### config.mk
export PLATFORM = sky130hd
export DESIGN_NAME = audio_ring_dma
export DESIGN_NICKNAME = d
export VERILOG_FILES = /design/src/rtl/audio_ring_dma.sv
export SDC_FILE = /design/constraint.sdc
export NUM_CORES = 1
export LEC_CHECK = 0
export BUFFER_PORTS_ARGS = -buffer_cell sky130_fd_sc_hd__buf_2
export CAP_MARGIN = 0
export CORE_MARGIN = 4
export CORE_UTILIZATION = 60
export CTS_CLUSTER_SIZE = 14
export DETAILED_ROUTE_END_ITERATION = 7
export GPL_ROUTABILITY_DRIVEN = 0
export GPL_TIMING_DRIVEN = 0
export PLACE_DENSITY_LB_ADDON = 0.25
export SYNTH_ARGS = -nofsm -noshare
export SYNTH_HDL_FRONTEND = slang
export SYNTH_SLANG_ARGS = --single-unit
### constraint.sdc
create_clock -name clk -period 10.47 [get_ports clk]
set_input_delay 0.5235 -clock clk [delete_from_list [all_inputs] [get_ports clk]]
set_output_delay 0.5235 -clock clk [all_outputs]
set_load 0.02 [all_outputs]
### src/rtl/audio_ring_dma.sv
module audio_ring_dma #(
  parameter int RING_LEN   = 32,
  parameter int FIFO_DEPTH = 8
) (
  input  logic        clk,
  input  logic        rst_n,
  input  logic        reg_we,
  input  logic [3:0]  reg_addr,
  input  logic [31:0] reg_wdata,
  input  logic [3:0]  reg_wstrb,
  output logic [31:0] reg_rdata,
  output logic        mem_req,
  output logic [31:0] mem_addr,
  input  logic        mem_ack,
  input  logic [31:0] mem_rdata,
  output logic        smp_valid,
  output logic [15:0] smp_data,
  input  logic        smp_ready,
  output logic        irq
);
  localparam int IW = $clog2(RING_LEN);
  localparam int FW = $clog2(FIFO_DEPTH);

  typedef enum logic [1:0] {S_IDLE, S_D0, S_D1, S_DATA} st_t;

  st_t          st_q;
  logic [31:0]  base_q, buf_q;
  logic [IW-1:0] cur_q, last_q, next_idx;
  logic         sts_last, sts_ioc, sts_ferr;
  logic         run_q, rst_q, en_last, en_ioc, en_ferr;
  logic [15:0]  xfer_q, cnt_q, left_q;
  logic         flg_stop, flg_ioc;
  logic [15:0]  fifo_q [FIFO_DEPTH];
  logic [FW-1:0] wp_q, rp_q, wp_nx;
  logic [FW:0]  fcnt_q, push_n;

  logic halted, box_clr, pop, push, push_two, finish, stop_now, issue, underrun;
  logic w0, w1, w2;
  logic [31:0] issue_addr;
  logic [15:0] status;
  logic [7:0]  ctrl;

  assign halted   = !run_q && !mem_req;
  assign status   = {11'd0, sts_ferr, sts_ioc, sts_last, 1'b0, halted};
  assign ctrl     = {3'd0, en_ferr, en_ioc, en_last, rst_q, run_q};
  assign next_idx = cur_q + 1'b1;

  always_comb begin
    case (reg_addr[3:2])
      2'd0:    reg_rdata = base_q;
      2'd1:    reg_rdata = {status, 8'(last_q), 8'(cur_q)};
      2'd2:    reg_rdata = {ctrl, 8'(next_idx), xfer_q};
      default: reg_rdata = 32'd0;
    endcase
  end

  assign w0 = reg_we && reg_addr[3:2] == 2'd0;
  assign w1 = reg_we && reg_addr[3:2] == 2'd1;
  assign w2 = reg_we && reg_addr[3:2] == 2'd2;

  assign smp_valid = run_q && fcnt_q != '0;
  assign smp_data  = fifo_q[rp_q];
  assign pop       = smp_valid && smp_ready;
  assign push      = st_q == S_DATA && mem_ack;
  assign push_two  = left_q > 16'd1;
  assign push_n    = push ? (push_two ? (FW+1)'(2) : (FW+1)'(1)) : '0;
  assign wp_nx     = wp_q + 1'b1;

  assign box_clr  = rst_q && (!mem_req || mem_ack);
  assign finish   = st_q == S_DATA && run_q && !rst_q && xfer_q == cnt_q;
  assign stop_now = finish && (cur_q == last_q || flg_stop);
  assign underrun = run_q && !rst_q && smp_ready && fcnt_q == '0;

  assign issue = !mem_req && run_q && !rst_q &&
                 (st_q == S_D0 || st_q == S_D1 ||
                  (st_q == S_DATA && left_q != 16'd0 && fcnt_q <= (FW+1)'(FIFO_DEPTH - 2)));

  always_comb begin
    if (st_q == S_DATA) issue_addr = buf_q;
    else issue_addr = base_q + 32'({cur_q, 3'b000}) + (st_q == S_D1 ? 32'd4 : 32'd0);
  end

  assign irq = (sts_last && en_last) || (sts_ioc && en_ioc) || (sts_ferr && en_ferr);

  always_ff @(posedge clk) begin
    if (push) begin
      fifo_q[wp_q] <= mem_rdata[15:0];
      if (push_two) fifo_q[wp_nx] <= mem_rdata[31:16];
    end
  end

  always_ff @(posedge clk or negedge rst_n) begin
    if (!rst_n) begin
      st_q <= S_IDLE; base_q <= '0; buf_q <= '0; cur_q <= '0; last_q <= '0;
      sts_last <= 1'b0; sts_ioc <= 1'b0; sts_ferr <= 1'b0;
      run_q <= 1'b0; rst_q <= 1'b0; en_last <= 1'b0; en_ioc <= 1'b0; en_ferr <= 1'b0;
      xfer_q <= '0; cnt_q <= '0; left_q <= '0; flg_stop <= 1'b0; flg_ioc <= 1'b0;
      wp_q <= '0; rp_q <= '0; fcnt_q <= '0; mem_req <= 1'b0; mem_addr <= '0;
    end else if (box_clr) begin
      st_q <= S_IDLE; base_q <= '0; buf_q <= '0; cur_q <= '0; last_q <= '0;
      sts_last <= 1'b0; sts_ioc <= 1'b0; sts_ferr <= 1'b0;
      run_q <= 1'b0; rst_q <= 1'b0; en_last <= 1'b0; en_ioc <= 1'b0; en_ferr <= 1'b0;
      xfer_q <= '0; cnt_q <= '0; left_q <= '0; flg_stop <= 1'b0; flg_ioc <= 1'b0;
      wp_q <= '0; rp_q <= '0; fcnt_q <= '0; mem_req <= 1'b0; mem_addr <= '0;
    end else begin
      for (int i = 0; i < 4; i++)
        if (w0 && reg_wstrb[i]) base_q[8*i +: 8] <= reg_wdata[8*i +: 8];
      if (w1 && reg_wstrb[1]) last_q <= reg_wdata[8 +: IW];

      sts_last <= (sts_last && !(w1 && reg_wstrb[2] && reg_wdata[18])) || stop_now;
      sts_ioc  <= (sts_ioc  && !(w1 && reg_wstrb[2] && reg_wdata[19])) || (finish && flg_ioc);
      sts_ferr <= (sts_ferr && !(w1 && reg_wstrb[2] && reg_wdata[20])) || underrun;

      if (w2 && reg_wstrb[3]) begin
        run_q   <= reg_wdata[24];
        rst_q   <= rst_q || reg_wdata[25];
        en_last <= reg_wdata[26];
        en_ioc  <= reg_wdata[27];
        en_ferr <= reg_wdata[28];
      end
      if (stop_now) run_q <= 1'b0;

      if (issue) begin
        mem_req  <= 1'b1;
        mem_addr <= issue_addr;
      end else if (mem_ack) begin
        mem_req <= 1'b0;
      end

      if (push) wp_q <= push_two ? wp_q + 2'd2 : wp_nx;
      if (pop)  rp_q <= rp_q + 1'b1;
      fcnt_q <= fcnt_q + push_n - (FW+1)'(pop);

      case (st_q)
        S_IDLE: if (run_q && !rst_q) st_q <= S_D0;
        S_D0: if (mem_ack) begin
          buf_q <= mem_rdata;
          st_q  <= S_D1;
        end
        S_D1: if (mem_ack) begin
          cnt_q    <= mem_rdata[15:0];
          left_q   <= mem_rdata[15:0];
          flg_stop <= mem_rdata[30];
          flg_ioc  <= mem_rdata[31];
          xfer_q   <= '0;
          st_q     <= S_DATA;
        end
        default: begin
          if (push) begin
            buf_q  <= buf_q + 32'd4;
            left_q <= left_q - (push_two ? 16'd2 : 16'd1);
          end
          if (pop) xfer_q <= xfer_q + 16'd1;
          if (finish) begin
            cur_q <= next_idx;
            st_q  <= stop_now ? S_IDLE : S_D0;
          end
        end
      endcase
    end
  end

  p_req_hold_r2: assert property (@(posedge clk) disable iff (!rst_n)
    mem_req && !mem_ack |=> mem_req && $stable(mem_addr));

  p_smp_stable_r3: assert property (@(posedge clk) disable iff (!rst_n)
    smp_valid && !smp_ready && !stop_now && !box_clr && !(w2 && reg_wstrb[3])
      |=> smp_valid && $stable(smp_data));

  p_idx_step_r4: assert property (@(posedge clk) disable iff (!rst_n)
    !$past(box_clr) && cur_q != $past(cur_q) |-> cur_q == $past(cur_q) + 1'b1);

  p_stop_r5: assert property (@(posedge clk) disable iff (!rst_n)
    stop_now |=> !run_q && sts_last);

  p_ioc_r6: assert property (@(posedge clk) disable iff (!rst_n)
    finish && flg_ioc |=> sts_ioc);

  p_pause_r10: assert property (@(posedge clk) disable iff (!rst_n)
    !run_q && !mem_req |=> !mem_req);

  p_rst_clear_r11: assert property (@(posedge clk) disable iff (!rst_n)
    rst_q && !mem_req |=> !rst_q && cur_q == '0);
endmodule

# Word-level counts from Yosys, hierarchy flattened
# Memory sizes are Yosys's and may differ from the RTL's.
# Cells that the tools add are included.
# classes
reduce_logical	85
mul	0
eq_ne	13
shift	0
n_addsub	11
bitwise_logic	0
magnitude_cmp	2
n_mux	73
div_mod_pow	0
# ops
op	n
two-way mux 32 bit	7
two-way mux 16 bit	8
case mux 32 bit (3 select lines)	1
case mux 16 bit (2 select lines)	2
case mux 32 bit (2 select lines)	1
logical AND 1 bit	37
adder 32 x 3 -> 32 bit	1
adder 32 x 3 -> 32 bit (second input constant)	1
adder 32 x 8 -> 32 bit	1
two-way mux 8 bit	4
two-way mux 1 bit	29
two-way mux 5 bit	5
nonzero test 2 bit	12
two-way mux 3 bit	6
adder 16 x 1 -> 16 bit (second input constant)	1
== test 16 bit	1
> comparator 16 x 1 -> 1 bit (second input constant)	1
two-way mux 2 bit	8
nonzero test 16 bit	1
subtractor 16 x 2 -> 16 bit	1
nonzero test 3 bit	5
logical OR 1 bit	10
inequality test 3 bit (second input constant)	3
AND reduction 3 bit	3
other kinds (21)	35
# totals
mem_bits_ro	0
mem_count	1
latch_bits	0
mem_bits_rw	128
regBits	177
in_bits	77
# mem_list
name	depth	word_bits	read_ports	rd_clocked_by_memory_dff	write_ports	line_no	text
fifo_q	8	16	1	0	2	33	logic [15:0] fifo_q [FIFO_DEPTH];

# Logic depth before layout (Yosys ltp)
# Gate-level depths: netlist of run 1.
# logic_depth
word_depth	9
depth_mapped	14
mapped_depth_nobuf	13

# Worst setup path after synthesis of run 1
# No wires, ideal clock.
# synth_path
kind	reg2reg
start	reg left_q[9]
end	reg left_q[10]
path_buffers	1
setup_ps	137
arrival_time_ps	3152
setup_slack_ps	7181
synth_period_minus_slack_ps	3289
path_stages_with_launch	15
required_time_ps	10333
cell_sequence	dfrtp_1 or3_4 nor3_4 nand4_4 buf_4 inv_1 ha_1 inv_1 fa_1 nor3_1 nand2_1 nor2_1 nand2_1 a221oi_1 nor4_1
# synth_via
elab_chain_cells	6
# synth_rtl
item	line_no	text
start, declared	31	logic [15:0] xfer_q, cnt_q, left_q;
start signal, assigned	142	left_q <= mem_rdata[15:0];
start signal, assigned	151	left_q <= left_q - (push_two ? 16'd2 : 16'd1);
> comparator 16 x 1 -> 1 bit	65	assign push_two = left_q > 16'd1;
two-way mux 2 bit	151	
subtractor 16 x 2 -> 16 bit (*)	151	
two-way mux 16 bit (*)	149	if (push) begin
case mux 16 bit (2 select lines) (*)	134	case (st_q)
two-way mux 16 bit (*)	99	end else if (box_clr) begin
# Mark *: on every way between the ends. The rest lies on a longest branch, timed or not. The select of a mux whose other input is x is not followed.
# A chain may end at the register's enable or synchronous reset.

# Worst setup path after layout of run 1
# layout_path
start	reg left_q[6]
end	reg left_q[10]
# Same word-level chain as after synthesis.

==> impl_metrics.csv, run 1 <==
group,metric,value,unit
run_status,status,"complete, no violations",
clock_tree,cts_tree,"built",
worst_setup_path,critical_path_required,10.83,ns
placed_design,placed_area,19100,sq um
sta,relSlewSlack,30.5,%
worst_setup_path,worstPathMaxFanout,10,
yosys,synth_top_cell_by_area,"dfrtp_1",
die,pin_count,160,
yosys,synthTopCellsByArea,"dfrtp_1 25%, edfxtp_1 22%, mux2_2 6.0%",
pwr,total_power,4.87,mW
min_path,min-delay-path-class,"in2reg",
clock_tree,htree_levels,2,
global_routing,overflow,0,
global_routing,antenna_found_initial,0,
pwr,p_int,2.91,mW
die,core-area,29000,sq um
global_routing,grt_max_degree,112,
clock_tree,clk_pin_slew,0.06,ns
worst_setup_path,crit_start,"left_q[6]",
layout,diodes,0,
sta,drv_slew,0,
worst_setup_path,end_kind,"flip-flop",
pwr,powerDensity,241,nW/um^2
sta,tightest_slew,1.03,ns
die,dieWidth,180,um
sta,finalSetupTns,0,ns
pwr,leakage,8.20,nW
worst_setup_path,cp_num_buf_inv,3,
routing,avgRoutedWirePerCell,24.0,um
yosys,synth_seq_area_share,46.5,%
yosys,synth_warnings,0,
worst_setup_path,slowest_delay,0.64,ns
die,rows,62,
sta,fin_crit,3.95,ns
layout,finish.instance_area,20200,sq um
yosys,async_flop_share,58.0,%
pwr,ir_drop,141,uV
pwr,p_switching,1.96,mW
pwr,sw_frac_of_total,40.3,%
yosys,synth.avg_cell_area,10.9,sq um
clock_tree,clock_path_buffers,3,
die,dieArea,32500,sq um
worst_setup_path,crit_path_start_kind,"flip-flop",
layout,drive_gt1_share,23.9,%
routing,drtIter0Drc,1877,
yosys,synth_area,17800,sq um
worst_setup_path,cp-endpoint,"left_q[10]",
worst_setup_path,timing.rr.start,"left_q[6]",
worst_setup_path,criticalPathCategory,"reg2reg",
clock_tree,clock_latency,0.52,ns
clock_tree,numCtsBuffers,35,
flow_run,drv_cap,0,
sta,setup_viol,0,
layout,syn_to_final_growth,13.3,%
placed_design,io_buffers,154,
layout,finish.utilization,69.5,%
worst_setup_path,worstPathArrival,4.32,ns
yosys,ys_ff_latch,305,
routing,vias,14547,
sta,hold_viol_final,0,
routing,vias_per_cell,6.51,
placed_design,dp_hpwl,38.4,mm
clock_tree,post_cts_resized,0,
global_routing,grt_pass1_vias,14334,
global_routing,grt_usage,32.3,%
worst_setup_path,r2r-end,"left_q[10]",
yosys,synth_nets,1742,
yosys,synth-edff-count,128,
yosys,ys_types,85,
routing,ant_nets,0,
yosys,synth_flop_cell,"dfrtp_1",
yosys,synth_top_area_share,24.9,%
global_routing,grt_pass1_wl,82.8,mm
sta,rsz0062_at_grt,"false",
sta,clock_skew,0.0157,ns
yosys,synthCells,1633,
sta,max_freq,0.253,GHz
clock_tree,cts-root-buf,"clkbuf_16",
clock_tree,ctsHoldBuffers,1,
clock_tree,post_cts_buffers,0,
clock_tree,cts.sinks,305,
worst_setup_path,reg2reg_slack,6.52,ns
worst_setup_path,cp_slowest_cell,"nor4_1",
worst_setup_path,crit_chain,"nor4_1, nand4_4, buf_4, inv_1, ha_1, inv_1, fa_1, nor3_1, nand2_1, nor2_1, nand2_1, a221oi_1, nor4_1",
routing,dr.pass1.iters,6,
die,initial_utilization,61.4,%
sta,fin_hold_ws,0.232,ns
worst_setup_path,r2r_cells,13,
pwr,p_comb_share,39.1,%
routing,drcViolationCount,0,
pwr,pwr-share-seq,37.2,%
worst_setup_path,path_delay_family,"simple AND/OR/NAND/NOR gates",
layout,final_nets,1935,
worst_setup_path,cp.depth,13,
routing,wirelength,53.7,mm
die,die_h,180,um
pwr,power_frac_clock,23.7,%
sta,post-route-period-util,37.8,%
state kept, by name, indices dropped and copies added (netlist names), 2 cells and up:
name	flops
xfer_q	16
rp_q	3
cur_q	5
buf_q	32
left_q	16
mem_addr	32
last_q	5
fcnt_q	4
wp_q	3
cnt_q	16
base_q	32
st_q	2
fifo_q	128
cell usage after synthesis, drive strengths merged (12+ instances only):
cell type,count
mux2,150
edfxtp,128
nor4,14
a21o,12
dfrtp,177
xnor2,45
xor2,27
clkbuf,77
nand2,206
a21oi,94
nor2,102
mux2i,58
buf,45
ha,29
inv,23
and2,18
nor3,33
and3,22
o21ai,97
nand3,72
nand4,20
mux4,32
worst min path at each step:
stage                            start           end  cells past startpoint
after floorplan                  rst_n     base_q[0]                      0
after global placement    mem_addr[21]  mem_addr[21]                      2
after detailed placement  mem_addr[11]  mem_addr[11]                      2
after CTS                 reg_wdata[5]     base_q[5]                      3
after global routing      reg_wdata[5]     base_q[5]                      3
final                     reg_wdata[7]     base_q[7]                      3
stage by stage:
| stage | std cells | setup WS, ns |
|---|---|---|
| 4_1_cts | 2235 | 6.56 |
| 2_1_floorplan | 1633 | 7.18 |
| 3_3_place_gp | 2171 | 5.97 |
| 3_5_place_dp | 2172 | 6.61 |
| 6_report | 2235 | 6.52 |
| 5_1_grt | 2235 | 6.27 |
cell type report:
| class | instances | area [sq um] |
|---|---|---|
| Buffer | 122 | 586 |
| Clock buffer | 51 | 997 |
| Clock inverter | 11 | 65.1 |
| Fill cell | 2155 | 8840 |
| Inverter | 24 | 90.1 |
| Multi-Input combinational cell | 1182 | 8860 |
| Sequential cell | 305 | 8270 |
| Tap cell | 384 | 480 |
| Timing Repair Buffer | 156 | 818 |
logic make-up (layout without fill, tap and decap cells):
family	count (synthesis)	after routing	synth area share, %
mux	240	240	17.5
simple gates	544	544	15.6
buf+inv	146	364	3.79
compound gates	294	294	10.5
flops	305	305	46.5
fa+ha+maj	32	32	2.37
xor+xnor	72	72	3.75
worst min-delay path, delay by kind of cell:
kind,cells,cell delay [ns]
AND/OR/NAND/NOR,1,0.05
AO/OA/AOI/OAI,1,0.05
buffers and inverters,1,0.09
routing by layer:
metal	vias to the layer above	routed length (um)	track usage [%]
met3	174	4960	5.31
met2	888	25200	51.9
li1	6398	-	-
met1	7087	20800	43.7
met5	-	0	0
met4	0	2790	14.1
layout by cell type (no fill, tap or decap), drive strengths merged, types with 8 or more instances in the layout:
| cell | synthesis | routed |
|---|---|---|
| nand2 | 206 | 206 |
| buf | 45 | 200 |
| dfrtp | 177 | 177 |
| mux2 | 150 | 150 |
| edfxtp | 128 | 128 |
| clkbuf | 77 | 128 |
| nor2 | 102 | 102 |
| o21ai | 97 | 97 |
| a21oi | 94 | 94 |
| nand3 | 72 | 72 |
| mux2i | 58 | 58 |
| xnor2 | 45 | 45 |
| nor3 | 33 | 33 |
| mux4 | 32 | 32 |
| ha | 29 | 29 |
| xor2 | 27 | 27 |
| inv | 23 | 24 |
| and3 | 22 | 22 |
| nand4 | 20 | 20 |
| and2 | 18 | 18 |
| nor4 | 14 | 14 |
| a21o | 12 | 12 |
| and4 | 11 | 11 |
| clkinv | 1 | 11 |
| nor2b | 10 | 10 |
| nand2b | 9 | 9 |
| a22oi | 8 | 8 |
| o221ai | 8 | 8 |
| or3 | 8 | 8 |
power by group through the flow:
stage,Clock (mW),Sequential [mW],Combinational [mW]
global route,1.21,1.84,2.06
detailed placement,0,1.82,1.87
global placement,0,1.80,1.81
floorplan,0,1.78,1.27
CTS,1.16,1.80,1.89
finish,1.15,1.81,1.90
Power figures use the tool's default switching activity.
==> inputs of run 2 (changes only) <==
==> constraint.sdc (replaced) <==
create_clock -name clk -period 3.8 [get_ports clk]
set_input_delay 0.19 -clock clk [delete_from_list [all_inputs] [get_ports clk]]
set_output_delay 0.19 -clock clk [all_outputs]
set_load 0.02 [all_outputs]
==> run 2 against run 1 <==
Utilization grew 1.4 points. Via count grew 0.93%. Cell area grew 2.0%. Die area is the same. Sequential share of layout area shrank 0.79 points. Count of clock-buffer cells in the layout is the same. Final cell count grew 1.7%. Sequential cell count is the same. Clock power grew to 2.8 times the previous value. Register-to-register slack lost 6.3 ns. Critical path depth grew 1. Largest cell class unchanged.
==> impl_metrics.csv, run 2 (synthesized netlist as in run 1, its figures left out) <==
group,metric,value,unit
run_status,status,"complete, no violations",
sta,hold_viol_final,0,
worst_setup_path,worstPathMaxFanout,10,
routing,route.layer.met1.wl,21.1,mm
worst_setup_path,cp_num_buf_inv,3,
flow_run,drv_cap,0,
sta,fin_crit,3.57,ns
routing,avgRoutedWirePerCell,24.0,um
sta,worst_slack,0.234,ns
sta,relSlewSlack,31.2,%
routing,wirelength,54.6,mm
worst_setup_path,path_delay_family,"simple AND/OR/NAND/NOR gates",
layout,final_nets,1972,
die,dieWidth,180,um
placed_design,dp.cells,2172,
worst_setup_path,r2r-end,"left_q[10]",
global_routing,grt_usage,32.8,%
placed_design,dp_hpwl,38.4,mm
routing,vias,14682,
global_routing,overflow,0,
sta,rsz0062_at_grt,"false",
placed_design,io_buffers,154,
routing,drtIter0Drc,1895,
pwr,ir_drop,390,uV
die,die_h,180,um
global_routing,grt_max_degree,112,
clock_tree,clk_pin_slew,0.05,ns
layout,drive_gt1_share,23.6,%
worst_setup_path,timing.rr.start,"left_q[9]",
die,pin_count,160,
worst_setup_path,crit_path_start_kind,"flip-flop",
pwr,powerDensity,656,nW/um^2
sta,tightest_slew,1.03,ns
die,dieArea,32500,sq um
routing,wl_met3,4.90,mm
routing,drcViolationCount,0,
layout,layout_commonest_cell,"nand2_1",
placed_design,pre_cts_ws,-0.0608,ns
clock_tree,cts-root-buf,"clkbuf_16",
die,core-area,29000,sq um
routing,highest_layer,"met4",
die,rows,62,
worst_setup_path,critical_path_required,4.16,ns
layout,final_cell_mix,"205 x nand2_1, 177 x dfrtp_1, 164 x buf_2",
sta,drv_slew,0,
clock_tree,htree_levels,2,
worst_setup_path,reg2reg_slack,0.23,ns
routing,route.met2.wl,25.8,mm
layout,syn_to_final_growth,15.5,%
sta,setup_viol,0,
worst_setup_path,r2r_cells,14,
min_path,min_to,"left_q[13]",
worst_setup_path,cp_slowest_cell,"dfrtp_1",
min_path,min_path_cells,3,
min_path,worstHoldStart,"mem_rdata[13]",
global_routing,grt_pass1_wl,84.2,mm
routing,ant_nets,0,
worst_setup_path,worstPathArrival,3.93,ns
global_routing,antenna_found_initial,0,
layout,largest_reg_flops,128,
worst_setup_path,criticalPathCategory,"reg2reg",
layout,largest-register,"fifo_q",
sta,post-route-period-util,93.9,%
clock_tree,clock_path_buffers,3,
routing,dr.pass1.iters,5,
routing,vias_per_cell,6.46,
layout,diodes,0,
worst_setup_path,slowest_delay,0.43,ns
worst_setup_path,end_kind,"flip-flop",
min_path,min-delay-path-class,"in2reg",
worst_setup_path,crit_chain,"or3_4, nor3_4, nand4_4, buf_6, inv_1, ha_1, inv_1, fa_1, nor3_4, nand2_1, nor2_2, nand2_1, a221oi_1, nor4_1",
global_routing,grt_pass1_vias,14628,
layout,instances_no_fill,2272,
clock_tree,cts_tree,"built",
clock_tree,cts.sinks,305,
sta,max_freq,0.280,GHz
clock_tree,clock_latency,0.52,ns
clock_tree,numCtsBuffers,35,
clock_tree,post_cts_buffers,0,
pwr,leakage,8.36,nW
die,initial_utilization,61.4,%
sta,clock_skew,0.0154,ns
-- run 2: worst max-delay path by stage --
stage,startpoint,end,slack [ns],depth (start not counted)
after global placement,rst_n,left_q[6],-0.37,1
after CTS,left_q[9],left_q[10],0.12,14
after global routing,left_q[9],left_q[10],0.04,14
final,left_q[9],left_q[10],0.23,14
after floorplan,left_q[9],left_q[10],0.51,14
after detailed placement,left_q[6],left_q[10],-0.06,13
-- run 2: what timing repair did --
| item | in CTS | in global routing |
|---|---|---|
| resized for setup | 2 | 3 |
| endpoints found under the hold margin | 113 | 0 |
| setup endpoints to repair | 3 | 3 |
| hold buffers | 38 | 0 |
| pin swaps | 0 | 0 |
-- run 2: per-layer routing --
layer,global-route usage [%],vias up
met4,14.5,0
met1,43.9,7129
met5,0,-
li1,-,6474
met2,53.5,908
met3,5.29,171
-- run 2: area by class of cell --
class / count / area, sq um
Clock inverter: 11 / 65.1
Tap cell: 384 / 480
Multi-Input combinational cell: 1182 / 8880
Inverter: 24 / 90.1
Clock buffer: 51 / 997
Timing Repair Buffer: 193 / 1190
Fill cell: 2092 / 8450
Sequential cell: 305 / 8270
Buffer: 122 / 589
-- run 2: metrics by stage --
stage | hold WS [ns] | setup TNS [ns] | total power [mW] | util (%) | area, sq um
after floorplan | -0.106 | 0 | 8.42 | - | 17800
after global placement | 0.428 | -63.16 | 9.96 | 65.7 | 19100
after detailed placement | 0.174 | -0.0612 | 10.1 | 65.8 | 19100
after CTS | 0.00869 | 0 | 13.4 | 70.8 | 20600
after global routing | 0.0238 | 0 | 14.1 | 70.9 | 20600
final | 0.0101 | 0 | 13.5 | 70.9 | 20600
-- run 2: where the power goes --
part | internal [mW] | switching, mW | leakage, nW
sequential | 4.19 | 0.815 | 3.53
combinational | 2.03 | 3.27 | 4.31
clock | 1.82 | 1.36 | 0.523
total | 8.04 | 5.45 | 8.36
-- run 2: tightest hold or removal path, stage by stage --
cell      delay (ns)
buf_2           0.10
a222oi_1        0.08
nor2_1          0.10
